--- src/rtl/idx_ea_pkg.sv ---
// Shared types of the indexed effective address generator.
// Assumes: mode codes are fixed by the instruction decoder.
package idx_ea_pkg;

    typedef enum logic [3:0] {
        AM_ZERO   = 4'd0,
        AM_POST1  = 4'd1,
        AM_POST2  = 4'd2,
        AM_PRE1   = 4'd3,
        AM_PRE2   = 4'd4,
        AM_ACC_A  = 4'd5,
        AM_ACC_B  = 4'd6,
        AM_ACC_D  = 4'd7,
        AM_DISP8  = 4'd8,
        AM_DISP16 = 4'd9,
        AM_PCR8   = 4'd10,
        AM_PCR16  = 4'd11
    } am_e;

    typedef enum logic [2:0] {
        FS_IDLE    = 3'd0,
        FS_HI_REQ  = 3'd1,
        FS_HI_WAIT = 3'd2,
        FS_LO_REQ  = 3'd3,
        FS_LO_WAIT = 3'd4
    } fs_e;

endpackage

--- src/rtl/idx_ea_offset.sv ---
// Offset selector: picks and widens the value added to the base register.
// Assumes: AW == 2*DW, so the accumulator pair exactly fills an address.
module idx_ea_offset
    import idx_ea_pkg::*;
#(
    parameter int AW = 16,
    parameter int DW = 8
) (
    input  logic [3:0]    mode,
    input  logic [DW-1:0] acc_a,
    input  logic [DW-1:0] acc_b,
    input  logic [AW-1:0] disp,
    output logic [AW-1:0] off
);
    localparam int EXT = AW - DW;

    logic [AW-1:0] sx_a;
    logic [AW-1:0] sx_b;
    logic [AW-1:0] sx_d8;
    logic [AW-1:0] pair;

    // Sign-extend the byte-wide sources and form the accumulator pair.
    always_comb begin
        sx_a  = {{EXT{acc_a[DW-1]}}, acc_a};
        sx_b  = {{EXT{acc_b[DW-1]}}, acc_b};
        sx_d8 = {{EXT{disp[DW-1]}}, disp[DW-1:0]};
        pair  = AW'({acc_a, acc_b});
    end

    // Choose the offset for the requested mode.
    always_comb begin
        case (am_e'(mode))
            AM_ACC_A:  off = sx_a;
            AM_ACC_B:  off = sx_b;
            AM_ACC_D:  off = pair;
            AM_DISP8:  off = sx_d8;
            AM_PCR8:   off = sx_d8;
            AM_DISP16: off = disp;
            AM_PCR16:  off = disp;
            default:   off = '0;
        endcase
    end

endmodule

--- src/rtl/idx_ea_calc.sv ---
// Address arithmetic: offset sum, auto-increment and auto-decrement.
// Assumes: all sums wrap modulo 2^AW; write-back only for stepping modes.
module idx_ea_calc
    import idx_ea_pkg::*;
#(
    parameter int AW = 16
) (
    input  logic [3:0]    mode,
    input  logic [AW-1:0] base,
    input  logic [AW-1:0] off,
    output logic [AW-1:0] ea_raw,
    output logic [AW-1:0] base_upd,
    output logic          wb_en
);
    localparam logic [AW-1:0] STEP1 = AW'(1);
    localparam logic [AW-1:0] STEP2 = AW'(2);

    logic [AW-1:0] step;
    logic [AW-1:0] inc;
    logic [AW-1:0] dec;
    logic [AW-1:0] sum;

    // Step size for the stepping modes.
    always_comb begin
        case (am_e'(mode))
            AM_POST2, AM_PRE2: step = STEP2;
            default:           step = STEP1;
        endcase
    end

    // The three candidate results.
    always_comb begin
        inc = base + step;
        dec = base - step;
        sum = base + off;
    end

    // Select address and write-back by mode.
    always_comb begin
        case (am_e'(mode))
            AM_POST1, AM_POST2: begin
                ea_raw   = base;
                base_upd = inc;
                wb_en    = 1'b1;
            end
            AM_PRE1, AM_PRE2: begin
                ea_raw   = dec;
                base_upd = dec;
                wb_en    = 1'b1;
            end
            default: begin
                ea_raw   = sum;
                base_upd = base;
                wb_en    = 1'b0;
            end
        endcase
    end

endmodule

--- src/rtl/idx_ea_ptr_fetch.sv ---
// Pointer fetch: reads a two-byte pointer, high byte at the lower address.
// Assumes: the memory answers each accepted request with exactly one
// response strobe, at least one cycle after acceptance.
module idx_ea_ptr_fetch
    import idx_ea_pkg::*;
#(
    parameter int AW = 16,
    parameter int DW = 8
) (
    input  logic          clk,
    input  logic          rst_n,
    input  logic          go,
    input  logic [AW-1:0] ptr_addr,
    output logic          rd_valid,
    output logic [AW-1:0] rd_addr,
    input  logic          rd_ready,
    input  logic          rsp_valid,
    input  logic [DW-1:0] rsp_data,
    output logic          fin,
    output logic [AW-1:0] value,
    output logic          busy
);
    fs_e           state;
    logic [AW-1:0] addr_q;
    logic [DW-1:0] hi_q;

    // Sequence the two byte reads.
    always_ff @(posedge clk) begin
        if (!rst_n) begin
            state  <= FS_IDLE;
            addr_q <= '0;
            hi_q   <= '0;
        end else begin
            case (state)
                FS_IDLE: begin
                    if (go) begin
                        addr_q <= ptr_addr;
                        state  <= FS_HI_REQ;
                    end
                end
                FS_HI_REQ: begin
                    if (rd_ready) state <= FS_HI_WAIT;
                end
                FS_HI_WAIT: begin
                    if (rsp_valid) begin
                        hi_q   <= rsp_data;
                        addr_q <= addr_q + AW'(1);
                        state  <= FS_LO_REQ;
                    end
                end
                FS_LO_REQ: begin
                    if (rd_ready) state <= FS_LO_WAIT;
                end
                FS_LO_WAIT: begin
                    if (rsp_valid) state <= FS_IDLE;
                end
                default: state <= FS_IDLE;
            endcase
        end
    end

    // Request and completion outputs.
    always_comb begin
        rd_valid = (state == FS_HI_REQ) || (state == FS_LO_REQ);
        rd_addr  = addr_q;
        fin      = (state == FS_LO_WAIT) && rsp_valid;
        value    = AW'({hi_q, rsp_data});
        busy     = (state != FS_IDLE);
    end

endmodule

--- src/rtl/idx_ea_gen.sv ---
// Top of the indexed effective address generator.
// Computes the address and base write-back for one request, optionally
// replacing the address by a pointer fetched from memory.
// Assumes: request inputs are valid in the cycle start is high; results
// are valid only while done is high.
module idx_ea_gen
    import idx_ea_pkg::*;
#(
    parameter int AW = 16,
    parameter int DW = 8
) (
    input  logic          clk,
    input  logic          rst_n,
    input  logic          start,
    input  logic [3:0]    mode,
    input  logic          indirect,
    input  logic          lea,
    input  logic [AW-1:0] base,
    input  logic [DW-1:0] acc_a,
    input  logic [DW-1:0] acc_b,
    input  logic [AW-1:0] disp,
    output logic          mem_rd_valid,
    output logic [AW-1:0] mem_rd_addr,
    input  logic          mem_rd_ready,
    input  logic          mem_rsp_valid,
    input  logic [DW-1:0] mem_rsp_data,
    output logic          busy,
    output logic          done,
    output logic [AW-1:0] ea,
    output logic [AW-1:0] base_new,
    output logic          base_we,
    output logic          zf_we,
    output logic          zf
);
    logic [AW-1:0] off;
    logic [AW-1:0] ea_raw;
    logic [AW-1:0] base_upd;
    logic          wb_en;
    logic          fetch_busy;
    logic          fetch_fin;
    logic [AW-1:0] fetch_val;
    logic          accept;
    logic          done_q;
    logic [AW-1:0] ea_q;
    logic [AW-1:0] base_new_q;
    logic          wb_q;
    logic          lea_q;

    idx_ea_offset #(.AW(AW), .DW(DW)) u_off (
        .mode  (mode),
        .acc_a (acc_a),
        .acc_b (acc_b),
        .disp  (disp),
        .off   (off)
    );

    idx_ea_calc #(.AW(AW)) u_calc (
        .mode     (mode),
        .base     (base),
        .off      (off),
        .ea_raw   (ea_raw),
        .base_upd (base_upd),
        .wb_en    (wb_en)
    );

    // A request is taken only while no pointer fetch is running.
    always_comb accept = start && !fetch_busy;

    idx_ea_ptr_fetch #(.AW(AW), .DW(DW)) u_fetch (
        .clk       (clk),
        .rst_n     (rst_n),
        .go        (accept && indirect),
        .ptr_addr  (ea_raw),
        .rd_valid  (mem_rd_valid),
        .rd_addr   (mem_rd_addr),
        .rd_ready  (mem_rd_ready),
        .rsp_valid (mem_rsp_valid),
        .rsp_data  (mem_rsp_data),
        .fin       (fetch_fin),
        .value     (fetch_val),
        .busy      (fetch_busy)
    );

    // Capture request results and raise the completion pulse.
    always_ff @(posedge clk) begin
        if (!rst_n) begin
            done_q     <= 1'b0;
            ea_q       <= '0;
            base_new_q <= '0;
            wb_q       <= 1'b0;
            lea_q      <= 1'b0;
        end else begin
            done_q <= (accept && !indirect) || fetch_fin;
            if (accept) begin
                base_new_q <= base_upd;
                wb_q       <= wb_en;
                lea_q      <= lea;
                if (!indirect) ea_q <= ea_raw;
            end
            if (fetch_fin) ea_q <= fetch_val;
        end
    end

    // Qualified outputs.
    always_comb begin
        busy     = fetch_busy;
        done     = done_q;
        ea       = ea_q;
        base_new = base_new_q;
        base_we  = done_q && wb_q;
        zf_we    = done_q && lea_q;
        zf       = (ea_q == '0);
    end

endmodule

--- config.mk ---
export PLATFORM = sky130hd
export DESIGN_NAME = idx_ea_gen
export DESIGN_NICKNAME = d
export VERILOG_FILES = /design/src/rtl/idx_ea_pkg.sv /design/src/rtl/idx_ea_offset.sv /design/src/rtl/idx_ea_calc.sv /design/src/rtl/idx_ea_ptr_fetch.sv /design/src/rtl/idx_ea_gen.sv
export SDC_FILE = /design/constraint.sdc
export NUM_CORES = 1
export LEC_CHECK = 0
export BUFFER_PORTS_ARGS = -buffer_cell sky130_fd_sc_hd__buf_2
export CAP_MARGIN = 20
export CORE_ASPECT_RATIO = 1.4
export CORE_MARGIN = 2
export CORE_UTILIZATION = 45
export DETAILED_ROUTE_END_ITERATION = 8
export PLACE_DENSITY = 0.68
export SLEW_MARGIN = 20
export SYNTH_ARGS = -nofsm -noshare
export SYNTH_HDL_FRONTEND = slang
export SYNTH_SLANG_ARGS = --single-unit
--- constraint.sdc ---
create_clock -name clk -period 8.9 [get_ports clk]
set_input_delay 1.78 -clock clk [delete_from_list [all_inputs] [get_ports clk]]
set_output_delay 1.78 -clock clk [all_outputs]
set_load 0.1 [all_outputs]
# == Yosys cells after proc, flatten, opt, wreduce, memory -nomap -nowiden ==
# Index checks and enable logic that the tools add are counted.
# Widths: inputs -> output; s select.
# word_totals
ff_bits,62
latch_bits,0
mem_bits_rw,0
rom_bits,0
output_inout_bits,54
n_memories,0
# op_classes
addsub,4
n_mul,0
div,0
order_cmp,0
n_eq_ne,21
shifts,0
mux,17
n_bitwise,0
reduce_logical,25
# ops
op,count
$pmux 16 s2,3
$mux 16,5
$pmux 16 s5,1
$add 16x1->16 const B,1
$add 16x16->16,1
$add 16x2->16,1
$eq 4x3->1 const B,4
$eq 4x4->1 const B,4
$logic_not 16->1,1
$sub 16x2->16,1
$mux 3,5
$pmux 3 s5,1
$reduce_or 2->1,5
$eq 4x2->1 const B,2
$ne 2x2->1 const B,4
$eq 3x2->1 const B,2
$logic_and 1x1->1,6
$reduce_and 5->1,1
$eq 4x1->1 const B,1
$ne 2x1->1 const B,2
$reduce_and 2->1,2
$reduce_bool 2->1,2
$reduce_or 4->1,1
$eq 3x1->1 const B,1
other kinds (8),10

# == Depth between registers and ports, before layout ==
# depth
ltp_word,8
depth_mapped,14
ltp_nobuf,12

# == Cells and area by module ==
# A second synthesis with hierarchy kept.
# unflattened
hier_cells,705
area_unflattened_um2,5398.9
# by_module_without_submodules
mod,n_inst,cells_each,area_each_um2,seq_area_each_um2
idx_ea_calc,1,274,1825.5,0.0
idx_ea_ptr_fetch,1,202,1594.0,540.5
idx_ea_gen,1,165,1581.5,700.7
idx_ea_offset,1,64,397.9,0.0

# == Worst setup path before layout ==
# No wires, ideal clock.
# synth_timing
kind,input to register
startpoint,input port mode[1]
endpoint,register u_fetch.addr_q[13] (netlist: u_fetch.rd_addr[13])
arrival_ns,4.396
slack_ns,4.400
cell_stages,14
n_path_buf,4
path_cell_list,buf_6 and3b_1 clkbuf_1 and2_1 clkbuf_1 a221o_1 ha_1 clkbuf_1 nand2_1 nor4_1 o21ai_0 nand3_1 a31oi_1 a2111oi_2
# synth_via
elab_chain_len,7
word_cells_on_any_way,23
cone_classes,add/sub: 2; eq/ne: 11; mux: 5; reduce/logical: 5
# synth_lines
element,line_no,rtl
start: declaration,idx_ea_gen.sv:15,"input logic [3:0] mode,"
$eq 4x4->1 (tied with other cells),idx_ea_offset.sv:32,case (am_e'(mode))
$reduce_or 2->1 (on tied branches),-,
$pmux 16 s5 / $mux 2 (equally long branches),"idx_ea_offset.sv:32, idx_ea_calc.sv:25",
$add 16x16->16 / $sub 16x2->16 (equally long branches),"idx_ea_calc.sv:35, idx_ea_calc.sv:34",
$pmux 16 s2 *,idx_ea_calc.sv:40,case (am_e'(mode))
$mux 16 *,idx_ea_ptr_fetch.sv:36,if (go) begin
$pmux 16 s2 *,idx_ea_ptr_fetch.sv:34,case (state)
end signal: assignment,idx_ea_ptr_fetch.sv:37,addr_q <= ptr_addr;
end signal: assignment,idx_ea_ptr_fetch.sv:47,addr_q <= addr_q + AW'(1);
end: declaration,idx_ea_ptr_fetch.sv:24,logic [AW-1:0] addr_q;
# Every way passes the cells marked *; elsewhere a longest branch is shown, timed or not. The select of a mux whose other input is x is not followed.
# A chain may end at the register's enable or synchronous reset.

# == Worst setup path in the final report ==
# layout_timing
startpoint,input port mode[2]
endpoint,register ea_q[14] (netlist: ea[14])
# layout_via
elab_chain_len,8
word_cells_on_any_way,24
cone_classes,add/sub: 2; eq/ne: 11; mux: 6; reduce/logical: 5
# layout_lines
element,line_no,rtl
$eq 4x4->1 (tied with other cells),idx_ea_offset.sv:32,
$reduce_or 2->1 (on tied branches),-,
$pmux 16 s5 / $mux 2 (equally long branches),"idx_ea_offset.sv:32, idx_ea_calc.sv:25",
$add 16x16->16 / $sub 16x2->16 (equally long branches),"idx_ea_calc.sv:35, idx_ea_calc.sv:34",
$pmux 16 s2 *,idx_ea_calc.sv:40,
$mux 16 *,idx_ea_gen.sv:98,if (!indirect) ea_q <= ea_raw;
$mux 16 *,idx_ea_gen.sv:94,if (accept) begin
$mux 16 *,idx_ea_gen.sv:100,if (fetch_fin) ea_q <= fetch_val;
end signal: assignment,idx_ea_gen.sv:98,
end signal: assignment,idx_ea_gen.sv:100,
end: declaration,idx_ea_gen.sv:44,logic [AW-1:0] ea_q;
# Marked as above.

==> reports/metrics.sh <==
CLKSINKCOUNT=62
CTS_INSERTED_BUFFERS=9
YS_SEQ_ELEMENTS=62
SYNTHESIS.INSTANCES=706
DRC=0
CTS-HOLD-FIX-BUFFERS=0
SYNTH.TOP_CELL.AREA_SHARE_PCT=23.9
NETLIST-CELL-TYPE-COUNT=75
HOLD_PATH_STARTPOINT='lea_q'
POST-ROUTE-MIN-PERIOD_NS=5.15
HOLD_PATH_ENDPOINT='lea_q'
CP_DATA_ARRIVAL_TIME_NS=5.34
CLK_PATH_BUF_DEPTH=2
GRT_PASS1_VIAS=5713
DP.FINAL_HPWL_UM=14500
FINAL.SETUP.TNS_NS=0
LAYOUT.CELLS.NON_FILLER=940
TRITONCTS_CLOCK_TREE='yes'
PLACED_CELLS=925
SYNTH.AREA.TOP_CELLS='dfxtp_1, nand2_1, a21oi_1'
TOTALWIRELENGTH_UM=18600
FINAL_MIN_PERIOD_OVER_CLOCK_PERIOD_PCT=57.9
POSTCTSRESIZEDCELLS=0
TIMING.HOLD.WORST_PATH_DEPTH=2
MAPPEDNETLISTNETS=796
IO_BUFFERS=120
TIMING.HOLD.WORST.CLASS='reg -> reg'
ROUTEDWLPERCELL_UM=19.8
DIE_WIDTH_UM=94.9
DRTPASS1ITERATIONS=6
CLK_PIN_SLEW_NS=0.05
ROUTED-VIA-COUNT=5968
AREA_OF_THE_MULTI_INPUT_GATES_MM2=0.00369
MAX-VDD-IR-DROP_uV=83.5
GRT_MAX_DEGREE=42
ANT_NETS=0
GRT_SETUP_UNREPAIRED='false'
CORE_REGION_AREA_MM2=0.0113
POST_LAYOUT_NETS=882
FINAL_MAX_SLEW_VIOLATION_COUNT=0
CRIT_END_ELEMENT='register'
TIMING.FINAL.HOLD_VIOLATIONS=0
WORST_R2R_STARTPOINT='u_fetch.state[0]'
WORSTPATHMAXFANOUT=14
REGTOREGSETUPSLACK_NS=5.88
FINALSETUPVIOLATIONS=0
TOP_FAMILY_BY_DELAY_ON_CRITICAL_PATH='compound AO/OA/AOI/OAI gates'
ANTENNA-DIODE-COUNT=0
YOSYS.AREA.TOP_TYPE='dfxtp_1'
YS.WARNINGS.COUNT=0
HOLD_WS_NS=0.450
DIEHEIGHT_UM=131
IOPINCOUNT=121
NUMBER_OF_ENABLE_FLIP_FLOP_CELLS_AFTER_SYNTHESIS=0
GRTUSAGETOTAL_PCT=29.5
GRT_FIRST_PASS_WIRELENGTH_UM=29400
CRITICAL_PATH.SLOWEST_CELL='nor4bb_1'
SYN_AREA_MM2=0.00520
DIEAREA_MM2=0.0124
CTS_HTREE_LEVELS=3
MAX-CAP-VIOLATIONS=0
ASYNCSETRESETFLOPFRACSYNTH_PCT=0
STATIC-LEAKAGE-POWER_nW=2.54
CRIT_PATH_START_KIND='input pin'
RUN_STATUS='completed'
PATH_COMMON_CELL='nand2_1'
CRIT_TYPE='in -> reg'
CRITICAL_PATH.CELL_CHAIN='buf_2 -> nor4bb_1 -> nand2_1 -> o21ai_1 -> a221o_1 -> ha_1 -> a21oi_1 -> nand2_1 -> o21ai_0 -> nand4_1 -> a31oi_1 -> o22ai_1'
AREA_DELTA_SYNTH_FINAL_PCT=17.2
FLOORPLAN.ROWS=46
CELLS_ON_WORST_REG2REG_PATH=7
CLOCKROOTBUFFER='clkbuf_16'
CRITICAL_PATH.MAX_STAGE_DELAY_NS=0.94
SYNTHESIS.AREA_PER_INSTANCE_UM2=7.37
DETAIL_ROUTE.VIAS_PER_CELL=6.35
MAXSLEWHEADROOM_PCT=26.5
SLEW_WORST_PIN_NS=1.08
INITIALDRTVIOLATIONCOUNT=478
FRACTION_OF_FINAL_LAYOUT_CELLS_SIZED_BEYOND_DRIVE_STRENGTH_1_PCT=21.0
ANTENNA_VIOLATIONS_BEFORE_REPAIR=0
GLOBALROUTE.TOTALOVERFLOW=0
FINAL.FILL_COUNT=1127
YS_DOMINANT_REG_CELL='dfxtp_1'
REQUIRED_NS=9.09
INITIAL_CORE_UTIL_PCT=46.1
LAYOUT.AREA.SEQ_MM2=0.00124
CTS_SETUP_BUFFERS=0
TIMING.FMAX_GHz=0.194
WORST-PATH-BUF-INV=1
SEQ_AREA_FRAC_SYNTH_PCT=23.9
INSERTION_DELAY_NS=0.33
GP_CONGESTION=0.999
CLOCK-SKEW-FINAL_NS=0.00401
P_PER_AREA_mW_PER_MM2=179
TIMING.RR.END='ea[11]'
layer usage:
| layer | track usage, % | vias to the layer above | part of all wire, % |
|---|---|---|---|
| met5 | 0 | - | 0 |
| met4 | 12.6 | 0 | 3.7 |
| met3 | 3.38 | 49 | 7.2 |
| met2 | 52.4 | 309 | 51 |
| met1 | 35.0 | 2783 | 38 |
| li1 | - | 2827 | - |
placed cells by master (no fill, tap or decap), types with 7 or more instances in the layout:
| cell | instances |
|---|---|
| inv_1 | 14 |
| xnor2_1 | 11 |
| o21ai_0 | 44 |
| o22ai_1 | 9 |
| ha_1 | 20 |
| nor2_1 | 49 |
| nand3_1 | 20 |
| nand2_1 | 88 |
| o211ai_1 | 8 |
| nor4_1 | 11 |
| xor2_1 | 8 |
| nor3_1 | 22 |
| buf_2 | 120 |
| or3_1 | 7 |
| and2_1 | 8 |
| a21oi_1 | 63 |
| a21o_1 | 10 |
| o21a_1 | 7 |
| and3_1 | 7 |
| nand4_1 | 9 |
| buf_4 | 8 |
| a211oi_1 | 14 |
| clkbuf_16 | 9 |
| a221o_1 | 7 |
| a22oi_1 | 20 |
| dfxtp_1 | 62 |
| nand2b_1 | 8 |
| a31oi_1 | 23 |
worst register-to-register path: stages (launching register included):
cell      delay, ns
dfxtp_1        0.41
or4b_2         0.92
nor2_2         0.49
nor2_1         0.22
buf_4          0.23
a22o_1         0.23
a311oi_1       0.31
nor2_1         0.09
cell type report:
class / instances / share of cell area [%]
clock buffers: 14 / 4.33
clock inverters: 1 / 0.0821
inverters: 14 / 0.862
multi-input cells: 577 / 60.6
flip-flops and latches: 62 / 20.4
well taps: 144 / 2.96
repair buffers: 128 / 10.8
sequential cells by signal, indices dropped and copies added (netlist names):
signal and flops:
base_new 16, done 1, ea 16, wb_q 1, lea_q 1, u_fetch.state 3
u_fetch.rd_addr 16, u_fetch.hi_q 8
synthesized netlist by cell type (all sizes together) (4+ instances only):
cell / count
nand3b: 5
o211a: 5
a22oi: 20
nand4: 9
nand2: 88
a31oi: 23
a211oi: 14
nor4: 14
a221o: 7
o221ai: 4
nor2b: 4
o22ai: 10
o211ai: 8
a31o: 6
o21a: 7
xnor2: 11
inv: 14
a21boi: 4
clkbuf: 42
nand2b: 8
o31ai: 4
xor2: 8
dfxtp: 62
and2: 8
a21oi: 63
nor3: 22
buf: 11
o21ai: 47
and4: 4
or3: 8
a21o: 10
nor3b: 8
a2111oi: 4
nor2: 50
nand3: 20
and3: 7
ha: 20
logic make-up (layout without fill, tap and decap cells):
family / Yosys count / after routing / synth area share (%)
xor+xnor: 19 / 19 / 3.20
compound gates: 262 / 262 / 33.8
fa+ha+maj: 23 / 23 / 5.97
buf+inv: 67 / 157 / 5.46
mux: 2 / 2 / 0.385
simple gates: 271 / 271 / 27.4
flops: 62 / 62 / 23.9
metrics by stage:
step                util [%]  total power, mW  setup slack [ns]  instance area, um2
floorplan                  -            0.668              4.40                5200
global route            54.0             1.13              3.42                6100
finish                  54.0             1.09              3.75                6100
global placement        51.7            0.767              3.53                5830
CTS                     54.0             1.09              3.79                6100
detailed placement      51.7            0.772              3.45                5830
where the power goes:
| part | internal (mW) | switching (mW) | total [mW] |
|---|---|---|---|
| clock network | 0.202 | 0.115 | 0.317 |
| logic | 0.112 | 0.336 | 0.449 |
| registers | 0.301 | 0.0236 | 0.325 |
| total | 0.615 | 0.475 | 1.09 |
worst max-delay path by stage:
stage / to / depth (start not counted) / start / slack (ns)
3_5_place_dp: ea[10] / 12 / mode[2] / 3.45
5_1_grt: u_fetch.rd_addr[12] / 12 / mode[2] / 3.42
3_3_place_gp: u_fetch.rd_addr[12] / 12 / mode[2] / 3.53
2_1_floorplan: u_fetch.rd_addr[13] / 14 / mode[1] / 4.40
4_1_cts: u_fetch.rd_addr[12] / 12 / mode[2] / 3.79
6_report: ea[14] / 12 / mode[2] / 3.75
No activity file was read; power rests on OpenSTA's default activity.
